[src/rtl/smart_pkg.sv]
package smart_pkg;
  localparam logic [7:0] OPC_SMART = 8'hB0;
  localparam logic [7:0] FT_READ   = 8'hD0;
  localparam logic [7:0] FT_AUTO   = 8'hD2;
  localparam logic [7:0] FT_OFFL   = 8'hD4;
  localparam logic [7:0] FT_ENA    = 8'hD8;
  localparam logic [7:0] FT_DIS    = 8'hD9;
  localparam logic [7:0] FT_STAT   = 8'hDA;

  localparam logic [7:0] SIG_OK_MID   = 8'h4F;
  localparam logic [7:0] SIG_OK_HIGH  = 8'hC2;
  localparam logic [7:0] SIG_BAD_MID  = 8'hF4;
  localparam logic [7:0] SIG_BAD_HIGH = 8'h2C;

  typedef enum logic [2:0] {
    K_NONE, K_ABORT, K_ENA, K_DIS, K_AUTO, K_OFFL, K_STAT, K_READ
  } smart_kind_t;
endpackage

[src/rtl/smart_decode.sv]
module smart_decode
  import smart_pkg::*;
(
  input  logic [7:0]  cmd_code,
  input  logic [7:0]  feature,
  input  logic        en,
  output smart_kind_t kind
);
  always_comb begin
    kind = K_NONE;
    if (cmd_code == OPC_SMART) begin
      if (feature == FT_ENA) begin
        kind = K_ENA;
      end else if (!en) begin
        kind = K_ABORT;
      end else begin
        case (feature)
          FT_DIS:  kind = K_DIS;
          FT_AUTO: kind = K_AUTO;
          FT_OFFL: kind = K_OFFL;
          FT_STAT: kind = K_STAT;
          FT_READ: kind = K_READ;
          default: kind = K_ABORT;
        endcase
      end
    end
  end
endmodule

[src/rtl/smart_flags.sv]
module smart_flags
  import smart_pkg::*;
#(
  parameter logic EN_RST = 1'b0
) (
  input  logic        clk,
  input  logic        rst_n,
  input  logic        accept,
  input  smart_kind_t kind,
  input  logic [7:0]  sect_cnt,
  input  logic        nv_load,
  input  logic        nv_val,
  output logic        en,
  output logic        autosave
);
  logic en_q, en_d, as_q, as_d;

  always_comb begin
    en_d = en_q;
    as_d = as_q;
    if (nv_load) begin
      en_d = nv_val;
    end else if (accept) begin
      case (kind)
        K_ENA:   en_d = 1'b1;
        K_DIS:   en_d = 1'b0;
        K_AUTO:  as_d = (sect_cnt != 8'h00);
        default: ;
      endcase
    end
  end

  always_ff @(posedge clk or negedge rst_n) begin
    if (!rst_n) begin
      en_q <= EN_RST;
      as_q <= 1'b0;
    end else begin
      en_q <= en_d;
      as_q <= as_d;
    end
  end

  assign en       = en_q;
  assign autosave = as_q;

  AST_ENA_KEEPS_AUTOSAVE: assert property (@(posedge clk) disable iff (!rst_n)
    (accept && kind == K_ENA && !nv_load) |=> ($stable(autosave) && en));
  AST_ABORT_KEEPS_FLAGS: assert property (@(posedge clk) disable iff (!rst_n)
    (accept && kind == K_ABORT && !nv_load) |=> ($stable(en) && $stable(autosave)));
endmodule

[src/rtl/smart_stream.sv]
module smart_stream #(
  parameter int          REC_BYTES = 512,
  parameter int          BB_POS    = 398,
  parameter logic [15:0] FMT_REV   = 16'h0102
) (
  input  logic        clk,
  input  logic        rst_n,
  input  logic        start,
  input  logic [15:0] bb_in,
  output logic        valid,
  output logic [7:0]  data,
  output logic        last
);
  localparam int IDX_W = $clog2(REC_BYTES);
  localparam logic [IDX_W-1:0] LAST_IDX = IDX_W'(REC_BYTES - 1);
  localparam logic [IDX_W-1:0] BB_HI    = IDX_W'(BB_POS);
  localparam logic [IDX_W-1:0] BB_LO    = IDX_W'(BB_POS + 1);

  logic             act_q, act_d;
  logic [IDX_W-1:0] idx_q, idx_d;
  logic [7:0]       sum_q, sum_d;
  logic [15:0]      bb_q, bb_d;
  logic [7:0]       body;

  always_comb begin
    case (idx_q)
      IDX_W'(0): body = FMT_REV[7:0];
      IDX_W'(1): body = FMT_REV[15:8];
      BB_HI:     body = bb_q[15:8];
      BB_LO:     body = bb_q[7:0];
      default:   body = 8'h00;
    endcase
  end

  assign valid = act_q;
  assign last  = act_q && (idx_q == LAST_IDX);
  assign data  = (idx_q == LAST_IDX) ? (8'h00 - sum_q) : body;

  always_comb begin
    act_d = act_q;
    idx_d = idx_q;
    sum_d = sum_q;
    bb_d  = bb_q;
    if (start) begin
      act_d = 1'b1;
      idx_d = '0;
      sum_d = 8'h00;
      bb_d  = bb_in;
    end else if (act_q) begin
      if (idx_q == LAST_IDX) begin
        act_d = 1'b0;
      end else begin
        idx_d = idx_q + 1'b1;
        sum_d = sum_q + body;
      end
    end
  end

  always_ff @(posedge clk or negedge rst_n) begin
    if (!rst_n) begin
      act_q <= 1'b0;
      idx_q <= '0;
      sum_q <= 8'h00;
      bb_q  <= 16'h0000;
    end else begin
      act_q <= act_d;
      idx_q <= idx_d;
      sum_q <= sum_d;
      bb_q  <= bb_d;
    end
  end

  AST_LAST_ENDS_STREAM: assert property (@(posedge clk) disable iff (!rst_n)
    (valid && last && !start) |=> !valid);
  AST_STREAM_NO_GAP: assert property (@(posedge clk) disable iff (!rst_n)
    (valid && !last) |=> valid);
endmodule

[src/rtl/smart_cmd_unit.sv]
module smart_cmd_unit
  import smart_pkg::*;
#(
  parameter int          REC_BYTES = 512,
  parameter int          BB_POS    = 398,
  parameter logic [15:0] FMT_REV   = 16'h0102,
  parameter logic        EN_RST    = 1'b0
) (
  input  logic        clk,
  input  logic        rst_n,
  input  logic        cmd_valid,
  input  logic [7:0]  cmd_code,
  input  logic [7:0]  feature,
  input  logic [7:0]  sect_cnt,
  input  logic        thresh_hit,
  input  logic [15:0] bad_blk_cnt,
  input  logic        nv_load,
  input  logic        nv_en_in,
  output logic        nv_en_out,
  output logic        autosave_on,
  output logic        busy,
  output logic        done,
  output logic        aborted,
  output logic [7:0]  lba_mid,
  output logic [7:0]  lba_high,
  output logic        offline_go,
  output logic        rd_valid,
  output logic [7:0]  rd_data,
  output logic        rd_last
);
  logic [1:0]  rst_sync;
  logic        rst_s_n;
  logic        en;
  smart_kind_t kind;
  logic        accept, start_rd;
  logic        done_q, done_d, abort_q, abort_d, go_q, go_d;
  logic [7:0]  mid_q, mid_d, high_q, high_d;

  always_ff @(posedge clk or negedge rst_n) begin
    if (!rst_n) rst_sync <= 2'b00;
    else        rst_sync <= {rst_sync[0], 1'b1};
  end
  assign rst_s_n = rst_sync[1];

  smart_decode u_dec (
    .cmd_code (cmd_code),
    .feature  (feature),
    .en       (en),
    .kind     (kind)
  );

  assign accept   = cmd_valid && !busy && (kind != K_NONE);
  assign start_rd = accept && (kind == K_READ);

  smart_flags #(.EN_RST(EN_RST)) u_flags (
    .clk      (clk),
    .rst_n    (rst_s_n),
    .accept   (accept),
    .kind     (kind),
    .sect_cnt (sect_cnt),
    .nv_load  (nv_load),
    .nv_val   (nv_en_in),
    .en       (en),
    .autosave (autosave_on)
  );

  smart_stream #(
    .REC_BYTES (REC_BYTES),
    .BB_POS    (BB_POS),
    .FMT_REV   (FMT_REV)
  ) u_stream (
    .clk   (clk),
    .rst_n (rst_s_n),
    .start (start_rd),
    .bb_in (bad_blk_cnt),
    .valid (rd_valid),
    .data  (rd_data),
    .last  (rd_last)
  );

  assign busy = rd_valid;

  always_comb begin
    done_d  = (accept && kind != K_READ) || (rd_valid && rd_last);
    abort_d = accept && (kind == K_ABORT);
    go_d    = accept && (kind == K_OFFL);
    mid_d   = mid_q;
    high_d  = high_q;
    if (accept && kind == K_STAT) begin
      mid_d  = thresh_hit ? SIG_BAD_MID  : SIG_OK_MID;
      high_d = thresh_hit ? SIG_BAD_HIGH : SIG_OK_HIGH;
    end
  end

  always_ff @(posedge clk or negedge rst_s_n) begin
    if (!rst_s_n) begin
      done_q  <= 1'b0;
      abort_q <= 1'b0;
      go_q    <= 1'b0;
      mid_q   <= 8'h00;
      high_q  <= 8'h00;
    end else begin
      done_q  <= done_d;
      abort_q <= abort_d;
      go_q    <= go_d;
      mid_q   <= mid_d;
      high_q  <= high_d;
    end
  end

  assign done       = done_q;
  assign aborted    = abort_q;
  assign offline_go = go_q;
  assign lba_mid    = mid_q;
  assign lba_high   = high_q;
  assign nv_en_out  = en;

  AST_FOREIGN_OPCODE_QUIET: assert property (@(posedge clk) disable iff (!rst_s_n)
    (cmd_valid && cmd_code != OPC_SMART && !busy) |=> !done);
  AST_DISABLED_ABORTS: assert property (@(posedge clk) disable iff (!rst_s_n)
    (cmd_valid && !busy && cmd_code == OPC_SMART && !nv_en_out && feature != FT_ENA)
      |=> (done && aborted));
  AST_STATUS_SIGNATURE: assert property (@(posedge clk) disable iff (!rst_s_n)
    (accept && kind == K_STAT) |=> (done && !aborted &&
      ((lba_mid == SIG_OK_MID && lba_high == SIG_OK_HIGH) ||
       (lba_mid == SIG_BAD_MID && lba_high == SIG_BAD_HIGH))));
  AST_ABORT_HOLDS_RESULT: assert property (@(posedge clk) disable iff (!rst_s_n)
    (accept && kind == K_ABORT) |=> ($stable(lba_mid) && $stable(lba_high)));
  AST_OFFLINE_WITH_DONE: assert property (@(posedge clk) disable iff (!rst_s_n)
    offline_go |-> (done && !aborted));
endmodule

[config.mk]
export PLATFORM = sky130hd
export DESIGN_NAME = smart_cmd_unit
export DESIGN_NICKNAME = d
export VERILOG_FILES = /design/src/rtl/smart_pkg.sv /design/src/rtl/smart_decode.sv /design/src/rtl/smart_flags.sv /design/src/rtl/smart_stream.sv /design/src/rtl/smart_cmd_unit.sv
export SDC_FILE = /design/constraint.sdc
export NUM_CORES = 1
export LEC_CHECK = 0
export ABC_AREA = 1
export ABC_CLOCK_PERIOD_IN_PS = 2070
export BUFFER_PORTS_ARGS = -buffer_cell sky130_fd_sc_hd__buf_2
export CORE_MARGIN = 1.5
export CORE_UTILIZATION = 50
export DETAILED_ROUTE_END_ITERATION = 16
export MAX_ROUTING_LAYER = met4
export PLACE_DENSITY = 0.87
export SETUP_SLACK_MARGIN = 0.1
export SLEW_MARGIN = 5
export SYNTH_ARGS = -nofsm -noshare
export SYNTH_HDL_FRONTEND = slang
export SYNTH_SLANG_ARGS = --single-unit
[constraint.sdc]
create_clock -name clk -period 2.07 [get_ports clk]
set_input_delay 0.1035 -clock clk [delete_from_list [all_inputs] [get_ports clk]]
set_output_delay 0.1035 -clock clk [all_outputs]
set_load 0.005 [all_outputs]
Word-level counts from Yosys, hierarchy flattened
Index checks and enable logic that the tools add are counted.

operators by class
  add/subtract/negate cells = 3
  eq/ne operators = 20
  muxes and demuxes = 20
  bitwise gates (word level) = 1
  reductions and logical operators = 20

operators by type and width
  cell                                                  number
  equality test 8 bit (second input constant)           7
  two-way mux 8 bit                                     6
  case mux 8 bit (4 select lines)                       1
  equality test 9 bit (second input constant)           3
  two-way mux 9 bit                                     3
  case mux 3 bit (5 select lines)                       1
  equality test 3 bit (second input constant)           4
  adder 9 x 1 -> 9 bit (second input constant)          1
  equality test 9 x 1 -> 1 bit (second input constant)  1
  logical AND 1 bit                                     9
  logical NOT 9 bit                                     1
  two-way mux 3 bit                                     3
  adder 8 bit                                           1
  nonzero test 8 bit                                    1
  subtractor 1 x 8 -> 8 bit (first input constant)      1
  equality test 3 x 2 -> 1 bit (second input constant)  2
  nonzero test 3 bit                                    2
  two-way mux 1 bit                                     5
  AND reduction 2 bit                                   2
  nonzero test 2 bit                                    2
  equality test 3 x 1 -> 1 bit (second input constant)  1
  != test 3 bit (second input constant)                 1
  AND reduction 3 bit                                   1
  != test 2 bit (second input constant)                 1
  4 further kinds                                       4

storage, ports and cells
  register bits = 57
  input port bits = 46
  output and inout port bits = 32
  logic and storage cells = 76

Depth between registers and ports, before layout
  depth after elaboration = 10
  gate-level depth with buffers = 16
  depth with buffers taken out = 16

By module
Synthesis repeated with hierarchy kept, for this count alone.

unflattened totals
  cell total of the unflattened synthesis = 392
  area, all modules = 2976.6 um2

modules (own cells, without submodules)
  module          times used  cells each  area each (um2)  seq. area each (um2)
  smart_stream    1           273         2185.8           850.8
  smart_cmd_unit  1           50          442.9            200.2
  smart_decode    1           46          197.7            0.0
  smart_flags     1           23          150.1            50.0

Worst setup path before layout
OpenSTA, ideal clock, no wires.

  kind = register -> register
  from = register u_stream.idx_q[0]
  to = register u_stream.sum_q[6]
  arrival time = 2327 ps
  slack = -376 ps
  cell stages (with the launch flop) = 15
  clock period less this slack = 2446 ps
  cell sequence = dfrtp_1 -> ha_1 -> nand3_1 -> inv_1 -> nand2_1 -> o221ai_1 -> ha_1 -> fa_1 -> nand3_1 -> nand2_1 -> a21o_1 -> a21oi_1 -> nor2_1 -> nor2_1 -> nor2_1

between the ends
  longest elaborated chain between the ends = 6

RTL lines
  element                                      RTL line            text
  from (decl)                                  smart_stream.sv:20  logic [IDX_W-1:0] idx_q, idx_d;
  from (signal assigned)                       smart_stream.sv:67  idx_q <= idx_d;
  equality test 9 bit (tied with other cells)  smart_stream.sv:26  case (idx_q)
  case mux 8 bit (4 select lines)              smart_stream.sv:26
  adder 8 bit                                  smart_stream.sv:54  sum_d = sum_q + body;
  two-way mux 8 bit                            smart_stream.sv:50  if (idx_q == LAST_IDX) begin
  two-way mux 8 bit                            smart_stream.sv:49  end else if (act_q) begin
  two-way mux 8 bit                            smart_stream.sv:44  if (start) begin
  to (signal assigned)                         smart_stream.sv:68  sum_q <= sum_d;
  to (decl)                                    smart_stream.sv:21  logic [7:0] sum_q, sum_d;

Parallel ways exist; a longest one is shown, timed or not. The select of a mux whose other input is x is not followed.
A chain may end at the register's enable or synchronous reset.

Final worst setup path
  from = register u_stream.idx_q[1]
  to = register u_stream.sum_q[6]

The elaborated chain is that of the path after synthesis.

==> impl_metrics.toml <==
[outcome]
status = "complete, but fails checks"
failed_checks = "negative setup slack"

[global_routing]
grt_pass1_vias = 3366
grtUsageTotal_pct = 31.3
antenna_found_initial = 0
grt_max_degree = 31
grt_first_pass_wirelength_um = 15200
grt_overflow_total = 0

[timing]
fin_crit_sh_pct = 122
slew-limit-headroom_pct = 56.2
timing.hold.ws_ps = 26.2
drv_slew = 0
clock.fmax_mhz = 395
fin_ws_ps = -459
hold_viol = 0
worst_slew_pin_slew_ps = 657
setup_violations = 21
layout_min_cycle_time_ps = 2530
finalClockSkew_ps = 11.3
rsz0062_at_grt = "yes"
setup_tns_ps = -5480

[floorplanning]
coreArea_um2 = 5920
die_w_um = 81.5
fp.dieH_um = 81.5
ios = 78
die_area_um2 = 6640
rows = 28
initial_core_util_pct = 52.0

[yosys]
synth_top_area_share_pct = 35.7
yosysMostFrequentCell = "nand2_1"
synth_cell_types = 42
synth_seq_cells = 44
synth_area_leaders = "dfrtp_1 (36%), nand2_1 (9.0%), inv_1 (6.5%)"
syn_inst = 401
yosys.area.top_type = "dfrtp_1"
synthFlopType = "dfrtp_1"
synth_area_um2 = 3080
synth-async-reset-ratio_pct = 100
synth_common_cells = "nand2_1 (74), inv_1 (53), dfrtp_1 (44)"
synth-edff-count = 0
syn_area_per_cell_um2 = 7.68
yosysWarningCount = 0
yosysSeqAreaShare_pct = 35.7

[clock_tree]
clock_sinks = 44
cts_buffer_depth = 2
cts_tree = "built"
clk_pin_slew_ps = 100
numCtsBuffers = 5
htreeDepth = 2
root_buffer = "clkbuf_8"
insertion_delay_ps = 320

[final_layout]
multiInputGateArea_um2 = 2040
diodes = 0
area_delta_synth_final_pct = 51.8
nNetsFinal = 594
final_core_util_pct = 79.0
drive_above_1_share_pct = 55.1
fin_area_um2 = 4680
n_fill_cell = 325
regArea_um2 = 1100

[setup_path]
crit_type = "register to register"
cp.arrival_ps = 2780
crit_path_end_kind = "register"
cp_max_fo = 3
required_ps = 2320
cp-start-kind = "register"
crit_start = "u_stream.idx_q[1]"
rr_startpoint = "u_stream.idx_q[1]"

[place]
gp_congestion = 0.959
numPortBuffers = 75
hpwl_um = 6110
pre_cts_slack_ps = -287
placed_area_um2 = 3700

[hold_path]
hold_class = "input pin to register"
min_from = "bad_blk_cnt[0]"

[power]
powerDensity_nw_per_um2 = 361
ir_drop_mv = 0.312
power.leakage_nw = 2.46

[drt]
firstDrtPassIters = 4
drt-wirelength-per-cell_um = 18.1
drt-vias-per-instance = 5.67
routed_wl_um = 11000
ant_nets = 0
vias = 3460
drcViolationCount = 0
drt_first_iter_violations = 309

[flow_run]
cap_violations = 0
==> cells by family after synthesis <==
logic type / Yosys count / synth area share (%)
other: 2 / 0.244
DFF: 44 / 35.7
xor gates and xnor gates: 6 / 1.71
and+or+nand+nor: 182 / 27.8
AOI/OAI and AO/OA: 62 / 14.5
adders and majority gates: 14 / 5.93
buffers and inverters: 91 / 14.0
==> power breakdown <==
| part | total [W] | switching, W | internal [W] |
|---|---|---|---|
| combinational | 0.000100 | 0.0000535 | 0.0000466 |
| sequential | 0.000871 | 0.00000836 | 0.000862 |
| clock | 0.000715 | 0.000351 | 0.000364 |
==> cells in the final DEF (no fill, tap or decap), drive strengths merged, types with 4 or more instances in the layout <==
master	count
ha	13
xnor2	4
nor2	57
o22ai	5
nand3	26
buf	146
dfrtp	44
inv	68
nand4	7
nand2	78
o21ai	18
clkbuf	5
nor3	5
o211ai	7
a21oi	25
==> layout make-up <==
class / count / share of cell area, %
clock inverters: 3 / 0.990
flip-flops and latches: 44 / 23.6
multi-input cells: 267 / 43.7
repair buffers: 147 / 22.4
inverters: 69 / 5.83
well taps: 75 / 2.01
clock buffers: 5 / 1.47
==> stage by stage <==
stage	std cells	power [W]
global placement	563	0.000980
CTS	590	0.00168
finish	610	0.00169
floorplan	402	0.000922
detailed placement	563	0.000985
global route	610	0.00173
==> repair_timing <==
item | CTS | global route
pin swaps | 35 | 12
endpoints found under the hold margin | 2 | 0
hold buffers | 1 | 0
endpoints found under the setup margin | 27 | 34
resized for setup | 72 | 57
buffers inserted | 18 | 24
==> final timing paths <==
path	cells after the start	slack (ps)	end
min reg2reg	0	270	u_stream.sum_q[0]
min in group asynchronous	2	100	rst_sync[1]
max reg2reg	15	-460	u_stream.sum_q[6]
max	15	-460	u_stream.sum_q[6]
max in group asynchronous	1	1200	aborted
min	3	30	u_stream.bb_q[0]
==> layer usage <==
| metal | global-route usage (%) | up-vias | part of all wire [%] |
|---|---|---|---|
| met5 | - | - | 0 |
| met4 | 18.3 | 0 | 6.1 |
| met3 | 5.56 | 74 | 5.2 |
| met2 | 56.6 | 159 | 54 |
| met1 | 31.5 | 1696 | 35 |
| li1 | - | 1531 | - |
==> worst max-delay path, stage by stage, from the launching register on <==
cell and delay (ps):
dfrtp_1 420, buf_6 150, inv_4 50, ha_4 150, nand4_1 180, o221ai_4 150
ha_4 190, fa_2 380, nand3_2 80, nand2_2 60, a21o_1 180, a21oi_2 160
nand2_1 100, nand2_1 70, nor2_1 40, nor2_1 100
==> state kept, by name, summed over array words and instances, names as in the netlist <==
register / flops
u_stream.bb_q: 16
u_stream.idx_q: 9
u_stream.sum_q: 8
lba_mid: 3
rst_sync: 2
aborted: 1
done: 1
offline_go: 1
u_flags.autosave: 1
u_flags.en: 1
u_stream.valid: 1
(Power assumes the default switching activity.)
